==> src/rtl/vtg_pkg.sv <==
package vtg_pkg;

    localparam int FW = 16;

    typedef enum logic [2:0] {
        A_TOTAL  = 3'd0,
        A_HBORD  = 3'd1,
        A_VBORD  = 3'd2,
        A_WSTART = 3'd3,
        A_WSIZE  = 3'd4,
        A_MODE   = 3'd5,
        A_COLOUR = 3'd6
    } reg_addr_e;

    localparam int MB_LOWRES  = 0;
    localparam int MB_LINEDBL = 1;
    localparam int MB_ILACE   = 2;
    localparam int MB_BLANK   = 3;
    localparam int MB_ENABLE  = 4;

    typedef struct packed {
        logic [FW-1:0] h_total;
        logic [FW-1:0] v_total;
        logic [FW-1:0] hb_start;
        logic [FW-1:0] hb_stop;
        logic [FW-1:0] vb_start;
        logic [FW-1:0] vb_stop;
        logic [FW-1:0] wh_start;
        logic [FW-1:0] wv_start;
        logic [FW-1:0] w_width;
        logic [FW-1:0] w_height;
        logic          lowres;
        logic          linedbl;
        logic          ilace;
        logic          blank;
        logic          enable;
    } timing_t;

endpackage

==> src/rtl/vtg_regs.sv <==
module vtg_regs
    import vtg_pkg::*;
#(
    parameter int COLOR_W = 24,
    parameter int DATA_W  = 32
) (
    input  logic               clk,
    input  logic               rst_n,
    input  logic               wr_en,
    input  logic [2:0]         wr_addr,
    input  logic [DATA_W-1:0]  wr_data,
    input  logic               load,
    output timing_t            act_cfg,
    output logic [COLOR_W-1:0] act_colour
);

    localparam int HI = DATA_W / 2;

    typedef struct packed {
        timing_t            sh;
        timing_t            ac;
        logic [COLOR_W-1:0] sh_col;
        logic [COLOR_W-1:0] ac_col;
    } regs_t;

    regs_t st_d, st_q;

    always_comb begin
        st_d = st_q;
        if (wr_en) begin
            case (wr_addr)
                A_TOTAL: begin
                    st_d.sh.v_total = wr_data[DATA_W-1:HI];
                    st_d.sh.h_total = wr_data[HI-1:0];
                end
                A_HBORD: begin
                    st_d.sh.hb_start = wr_data[DATA_W-1:HI];
                    st_d.sh.hb_stop  = wr_data[HI-1:0];
                end
                A_VBORD: begin
                    st_d.sh.vb_start = wr_data[DATA_W-1:HI];
                    st_d.sh.vb_stop  = wr_data[HI-1:0];
                end
                A_WSTART: begin
                    st_d.sh.wv_start = wr_data[DATA_W-1:HI];
                    st_d.sh.wh_start = wr_data[HI-1:0];
                end
                A_WSIZE: begin
                    st_d.sh.w_height = wr_data[DATA_W-1:HI];
                    st_d.sh.w_width  = wr_data[HI-1:0];
                end
                A_MODE: begin
                    st_d.sh.lowres  = wr_data[MB_LOWRES];
                    st_d.sh.linedbl = wr_data[MB_LINEDBL];
                    st_d.sh.ilace   = wr_data[MB_ILACE];
                    st_d.sh.blank   = wr_data[MB_BLANK];
                    st_d.sh.enable  = wr_data[MB_ENABLE];
                end
                A_COLOUR: st_d.sh_col = wr_data[COLOR_W-1:0];
                default: ;
            endcase
        end
        if (load) begin
            st_d.ac     = st_q.sh;
            st_d.ac_col = st_q.sh_col;
        end
    end

    always_ff @(posedge clk) begin
        if (!rst_n) st_q <= '0;
        else        st_q <= st_d;
    end

    assign act_cfg    = st_q.ac;
    assign act_colour = st_q.ac_col;

endmodule

==> src/rtl/vtg_counter.sv <==
module vtg_counter
    import vtg_pkg::*;
(
    input  logic          clk,
    input  logic          rst_n,
    input  timing_t       cfg,
    output logic [FW-1:0] h_cnt,
    output logic [FW-1:0] v_cnt,
    output logic          field,
    output logic          vblank
);

    typedef struct packed {
        logic [FW-1:0] h;
        logic [FW-1:0] v;
        logic          field;
    } cnt_t;

    cnt_t          st_d, st_q;
    logic [FW-1:0] last_v;
    logic          unused_cfg;

    assign unused_cfg = ^{cfg.hb_start, cfg.hb_stop, cfg.vb_start, cfg.wh_start,
                          cfg.wv_start, cfg.w_width, cfg.w_height, cfg.lowres,
                          cfg.linedbl, cfg.blank, cfg.enable};

    always_comb begin
        // odd-parity field of an interlaced pair is one line shorter
        if (cfg.ilace && st_q.field && (cfg.v_total != '0))
            last_v = cfg.v_total - 1'b1;
        else
            last_v = cfg.v_total;

        st_d = st_q;
        if (st_q.h >= cfg.h_total) begin
            st_d.h = '0;
            if (st_q.v >= last_v) begin
                st_d.v     = '0;
                st_d.field = cfg.ilace ? ~st_q.field : 1'b0;
            end else begin
                st_d.v = st_q.v + 1'b1;
            end
        end else begin
            st_d.h = st_q.h + 1'b1;
        end
    end

    always_ff @(posedge clk) begin
        if (!rst_n) st_q <= '0;
        else        st_q <= st_d;
    end

    assign h_cnt  = st_q.h;
    assign v_cnt  = st_q.v;
    assign field  = st_q.field;
    assign vblank = (st_q.h == '0) && (st_q.v == cfg.vb_stop);

endmodule

==> src/rtl/vtg_decode.sv <==
module vtg_decode
    import vtg_pkg::*;
#(
    parameter int COLOR_W = 24
) (
    input  timing_t            cfg,
    input  logic [COLOR_W-1:0] colour,
    input  logic [FW-1:0]      h_cnt,
    input  logic [FW-1:0]      v_cnt,
    input  logic               field,
    output logic               hsync,
    output logic               vsync,
    output logic               pix_en,
    output logic               border_en,
    output logic [COLOR_W-1:0] border_rgb,
    output logic [FW-1:0]      pix_x,
    output logic [FW-1:0]      pix_y
);

    logic          h_in_b, v_in_b, h_in_w, v_in_w, win;
    logic [FW:0]   h_wend, v_wend;
    logic [FW-1:0] x_raw, y_raw, y_line, x_val, y_val;
    logic          unused_cfg;

    assign unused_cfg = ^{cfg.h_total, cfg.v_total};

    always_comb begin
        h_in_b = (h_cnt >= cfg.hb_start) && (h_cnt < cfg.hb_stop);
        v_in_b = (v_cnt >= cfg.vb_start) && (v_cnt < cfg.vb_stop);
        h_wend = {1'b0, cfg.wh_start} + {1'b0, cfg.w_width};
        v_wend = {1'b0, cfg.wv_start} + {1'b0, cfg.w_height};
        h_in_w = (h_cnt >= cfg.wh_start) && ({1'b0, h_cnt} < h_wend);
        v_in_w = (v_cnt >= cfg.wv_start) && ({1'b0, v_cnt} < v_wend);
        win    = h_in_b && v_in_b && h_in_w && v_in_w && !cfg.blank;

        x_raw  = h_cnt - cfg.wh_start;
        y_raw  = v_cnt - cfg.wv_start;
        x_val  = cfg.lowres  ? {1'b0, x_raw[FW-1:1]} : x_raw;
        y_line = cfg.linedbl ? {1'b0, y_raw[FW-1:1]} : y_raw;
        y_val  = cfg.ilace   ? {y_line[FW-2:0], field} : y_line;

        hsync      = cfg.enable && !h_in_b;
        vsync      = cfg.enable && !v_in_b;
        pix_en     = cfg.enable && win;
        border_en  = cfg.enable && h_in_b && v_in_b && !win;
        border_rgb = border_en ? colour : '0;
        pix_x      = pix_en ? x_val : '0;
        pix_y      = pix_en ? y_val : '0;
    end

endmodule

==> src/rtl/vtg_raster.sv <==
module vtg_raster
    import vtg_pkg::*;
#(
    parameter int COLOR_W = 24,
    parameter int DATA_W  = 32
) (
    input  logic               clk,
    input  logic               rst_n,
    input  logic               wr_en,
    input  logic [2:0]         wr_addr,
    input  logic [DATA_W-1:0]  wr_data,
    output logic               hsync_o,
    output logic               vsync_o,
    output logic               border_en_o,
    output logic               pix_en_o,
    output logic [COLOR_W-1:0] border_rgb_o,
    output logic [FW-1:0]      pix_x_o,
    output logic [FW-1:0]      pix_y_o,
    output logic               vblank_o,
    output logic               field_o
);

    timing_t            act_cfg;
    logic [COLOR_W-1:0] act_colour;
    logic [FW-1:0]      h_cnt, v_cnt;
    logic               field_q, vb_evt;

    vtg_regs #(.COLOR_W(COLOR_W), .DATA_W(DATA_W)) u_regs (
        .clk        (clk),
        .rst_n      (rst_n),
        .wr_en      (wr_en),
        .wr_addr    (wr_addr),
        .wr_data    (wr_data),
        .load       (vb_evt),
        .act_cfg    (act_cfg),
        .act_colour (act_colour)
    );

    vtg_counter u_cnt (
        .clk    (clk),
        .rst_n  (rst_n),
        .cfg    (act_cfg),
        .h_cnt  (h_cnt),
        .v_cnt  (v_cnt),
        .field  (field_q),
        .vblank (vb_evt)
    );

    vtg_decode #(.COLOR_W(COLOR_W)) u_dec (
        .cfg        (act_cfg),
        .colour     (act_colour),
        .h_cnt      (h_cnt),
        .v_cnt      (v_cnt),
        .field      (field_q),
        .hsync      (hsync_o),
        .vsync      (vsync_o),
        .pix_en     (pix_en_o),
        .border_en  (border_en_o),
        .border_rgb (border_rgb_o),
        .pix_x      (pix_x_o),
        .pix_y      (pix_y_o)
    );

    assign vblank_o = vb_evt;
    assign field_o  = act_cfg.ilace & field_q;

endmodule

==> config.mk <==
export PLATFORM = sky130hd
export DESIGN_NAME = vtg_raster
export DESIGN_NICKNAME = d
export VERILOG_FILES = /design/src/rtl/vtg_pkg.sv /design/src/rtl/vtg_regs.sv /design/src/rtl/vtg_counter.sv /design/src/rtl/vtg_decode.sv /design/src/rtl/vtg_raster.sv
export SDC_FILE = /design/constraint.sdc
export NUM_CORES = 1
export LEC_CHECK = 0
export BUFFER_PORTS_ARGS = -buffer_cell sky130_fd_sc_hd__buf_2
export CAP_MARGIN = 10
export CORE_ASPECT_RATIO = 1.2
export CORE_UTILIZATION = 40
export CTS_CLUSTER_DIAMETER = 60
export CTS_CLUSTER_SIZE = 40
export DETAILED_ROUTE_END_ITERATION = 12
export GPL_TIMING_DRIVEN = 0
export PLACE_DENSITY = 0.61
export SKIP_LAST_GASP = 1
export SYNTH_ARGS = -nofsm -noshare
export SYNTH_HDL_FRONTEND = slang
export SYNTH_SLANG_ARGS = --single-unit
==> constraint.sdc <==
create_clock -name clk -period 10.2 [get_ports clk]
set_input_delay 2.04 -clock clk [delete_from_list [all_inputs] [get_ports clk]]
set_output_delay 2.04 -clock clk [all_outputs]
set_load 0.005 [all_outputs]
==> results by group <==
Status
  – Status: completed

Cells and area
  – Layout cells sized above 1: 6.81%
  – Footprint of the multi-input gates: 13200 µm²
  – NumNets Final: 3164
  – Fillers: 5572
  – Ant diodes: 0
  – Register area: 8230 µm²
  – Area Growth Syn to Fin: 11.1%

Yosys
  – Post-Syn Instances: 2802
  – Synth async-reset ratio: 0%
  – Sequential element share of the synthesized area: 36.5%
  – Post-Syn Area: 22500 µm²
  – Top FF cell, synth: dfxtp_1
  – Mean post-synth cell area: 8.04 µm²
  – #FFs+latches synth: 411
  – Top post-synthesis cells by area: dfxtp_1 (37%), nand2_1 (14%), a21boi_0 (13%)
  – Synth area leader: dfxtp_1
  – Synth unique cells: 77
  – Post-synth top area share: 36.5%
  – Synth warn: 0
  – Top-count cell post-synth: nand2_1
  – Synth top cells by count: nand2_1 (814), dfxtp_1 (411), a21boi_0 (380), ha_1 (193), inv_1 (134)
  – Syn Nets: 3037
  – Post-synth EDFFs: 0

Placed design
  – # port buffers: 96
  – Hpwl dp: 55.5 mm
  – GP Congestion: 0.936

CTS
  – Clock transition at path regs: 0.13 ns
  – CTS Hold Buffers Added: 0
  – Root Buffer Master: clkbuf_16
  – Clk_lat worst skew: 0.63 ns
  – Resized cells post-CTS: 0
  – H-Tree Depth: 1
  – CTS Buffer Depth: 3
  – Post-CTS setup buffers: 0
  – CTS tree: done
  – Total CTS buffers: 28
  – Sink Count: 411

Power
  – Max VDD drop: 0.131 mV
  – Power, Total: 4.05 mW
  – Leak Pwr: 9.31 nW
  – Cell Pwr Density: 162 nW/µm²

Floorplanning
  – Die X: 219 µm
  – Number of I/O pins: 100
  – Row Count: 94
  – Core box area: 55300 µm²
  – Initial Utilization: 40.7%
  – Die Ht: 262 µm
  – Die ar.: 57300 µm²

Worst setup path
  – Crit start category: flop
  – Required time worst endpoint: 8.16 ns
  – CP Class: flop to output pin
  – R2r setup slk: 6.13 ns
  – Setup crit end kind: output pin
  – CP max FO: 10
  – CP arrival: 6.25 ns

Drt
  – DRC viols: 0
  – Routed WL: 70.9 mm
  – Drt wl/cell: 19.3 µm
  – Number of detailed-routing iterations run before antenna repair: 5
  – Vias per cell: 5.34
  – 1st-iter DRT viols: 971
  – Vias: 19605
  – DRT antenna net count: 0

Timing
  – # setup viols final: 0
  – Relative slew margins: 31.3%
  – Clock skew: 0.0517 ns
  – Fin. Hold Viols: 0
  – Period utilization: 81.2%
  – Slew Viols, Final: 0
  – Post-layout minimum cycle time: 8.29 ns
  – Highest Clock Rate: 0.121 GHz
  – Fin Setup TNS: 0 ns
  – Slew @ Worst Pin: 1.03 ns
  – RSZ-0062 raised after global routing: no

Global route
  – Number of global-route vias before repair: 19296
  – Initial antenna violation count: 1
  – First-pass GRT wire length: 109 mm
  – Total track usage: 24.6%
  – Grt ovf: 0
  – Largest net degree at the start of global routing: 34

Run
  – Max-Cap Viols: 0

Hold path
  – Hold Path Class: flop to flop
registers in the layout, summed over array words and instances, names as in the netlist:
name	flops
u_regs.st_q	189
u_regs.act_cfg	165
u_regs.act_colour	24
u_cnt.h_cnt	16
u_cnt.v_cnt	16
u_cnt.field	1
where the power goes:
group          internal, mW  switching [mW]
Sequential             1.64          0.0306
Clock                 0.595           0.717
Combinational         0.253           0.805
per-layer routing:
metal	up-vias	routed length, µm	part of all wire (%)	GRT usage, %
li1	9687	-	-	-
met1	9280	30100	42	30.0
met2	485	34200	48	43.7
met3	153	3320	4.7	2.49
met4	0	3260	4.6	10.8
met5	-	0	0	0
layout make-up:
cell class,instances,area share (%)
multi-input combinational,2114,52.9
timing repair buffer,97,1.94
tap,720,3.60
buffer,141,2.28
clock buffer,31,2.97
sequential,411,32.9
inverter,136,2.04
clock inverter,20,1.43
critical path: stages, from the launching register on:
cell and delay [ns]:
dfxtp_1 0.38, ha_1 0.23, fa_1 0.43, a211oi_1 0.33, o21bai_2 0.13, nor3_1 0.37
nor2_1 0.13, nand2_1 0.10, nand2_1 0.06, xnor2_1 0.13, ha_1 0.30, a21o_1 0.16
a211oi_1 0.46, o211ai_1 0.16, nor3_1 0.33, o21ai_0 0.23, a211oi_2 0.49, nand4bb_1 0.28
buf_2 0.27, buf_6 0.18, a211oi_1 0.32, buf_2 0.19
final timing paths:
path / cells past startpoint / to / start
setup / recovery: 21 / pix_y_o[5] / u_regs.act_cfg[53]$_SDFFE_PN0P_
hold / removal: 2 / u_regs.act_cfg[89]$_SDFFE_PN0P_ / u_regs.st_q[302]$_SDFFE_PN0P_
setup reg to reg: 9 / u_regs.act_cfg[21]$_SDFFE_PN0P_ / u_cnt.v_cnt[7]$_SDFFE_PN0P_
hold reg to reg: 2 / u_regs.act_cfg[89]$_SDFFE_PN0P_ / u_regs.st_q[302]$_SDFFE_PN0P_
cells in the final DEF, fill, tap and decap left out, types with 16 or more instances in the layout:
master	count
and2_1	32
nor3b_1	17
a21boi_0	380
mux2i_1	18
a21oi_1	82
a21o_1	47
nor2_1	100
clkbuf_1	122
nand2_1	814
inv_1	134
nand4_1	18
and3_1	19
ha_1	193
nor2b_1	17
nor3_1	25
a211oi_1	19
xnor2_1	52
nand2b_1	16
xor2_1	39
o21ai_0	43
buf_2	111
clkbuf_16	29
dfxtp_1	411
nand3_1	42
through the flow:
step | utilization (%) | worst slack (ns) | hold WS, ns | cells | cell area (µm²)
3_3_place_gp | 43.2 | 2.55 | 0.449 | 3618 | 23900
3_5_place_dp | 43.3 | 2.57 | 0.455 | 3619 | 23900
2_1_floorplan | - | 4.21 | 0.436 | 2802 | 22500
5_1_grt | 45.3 | 1.76 | 0.464 | 3670 | 25000
6_report | 45.3 | 1.91 | 0.446 | 3670 | 25000
4_1_cts | 45.3 | 1.92 | 0.457 | 3670 | 25000
cell families after synthesis:
kind of cell,count (synthesis),synth area share (%)
compound gates,668,21.7
xor+xnor,91,3.54
buf+inv,277,4.79
mux,21,0.950
flops,411,36.5
fa+ha+maj,197,11.1
simple gates,1137,21.4
(Power assumes the default switching activity.)
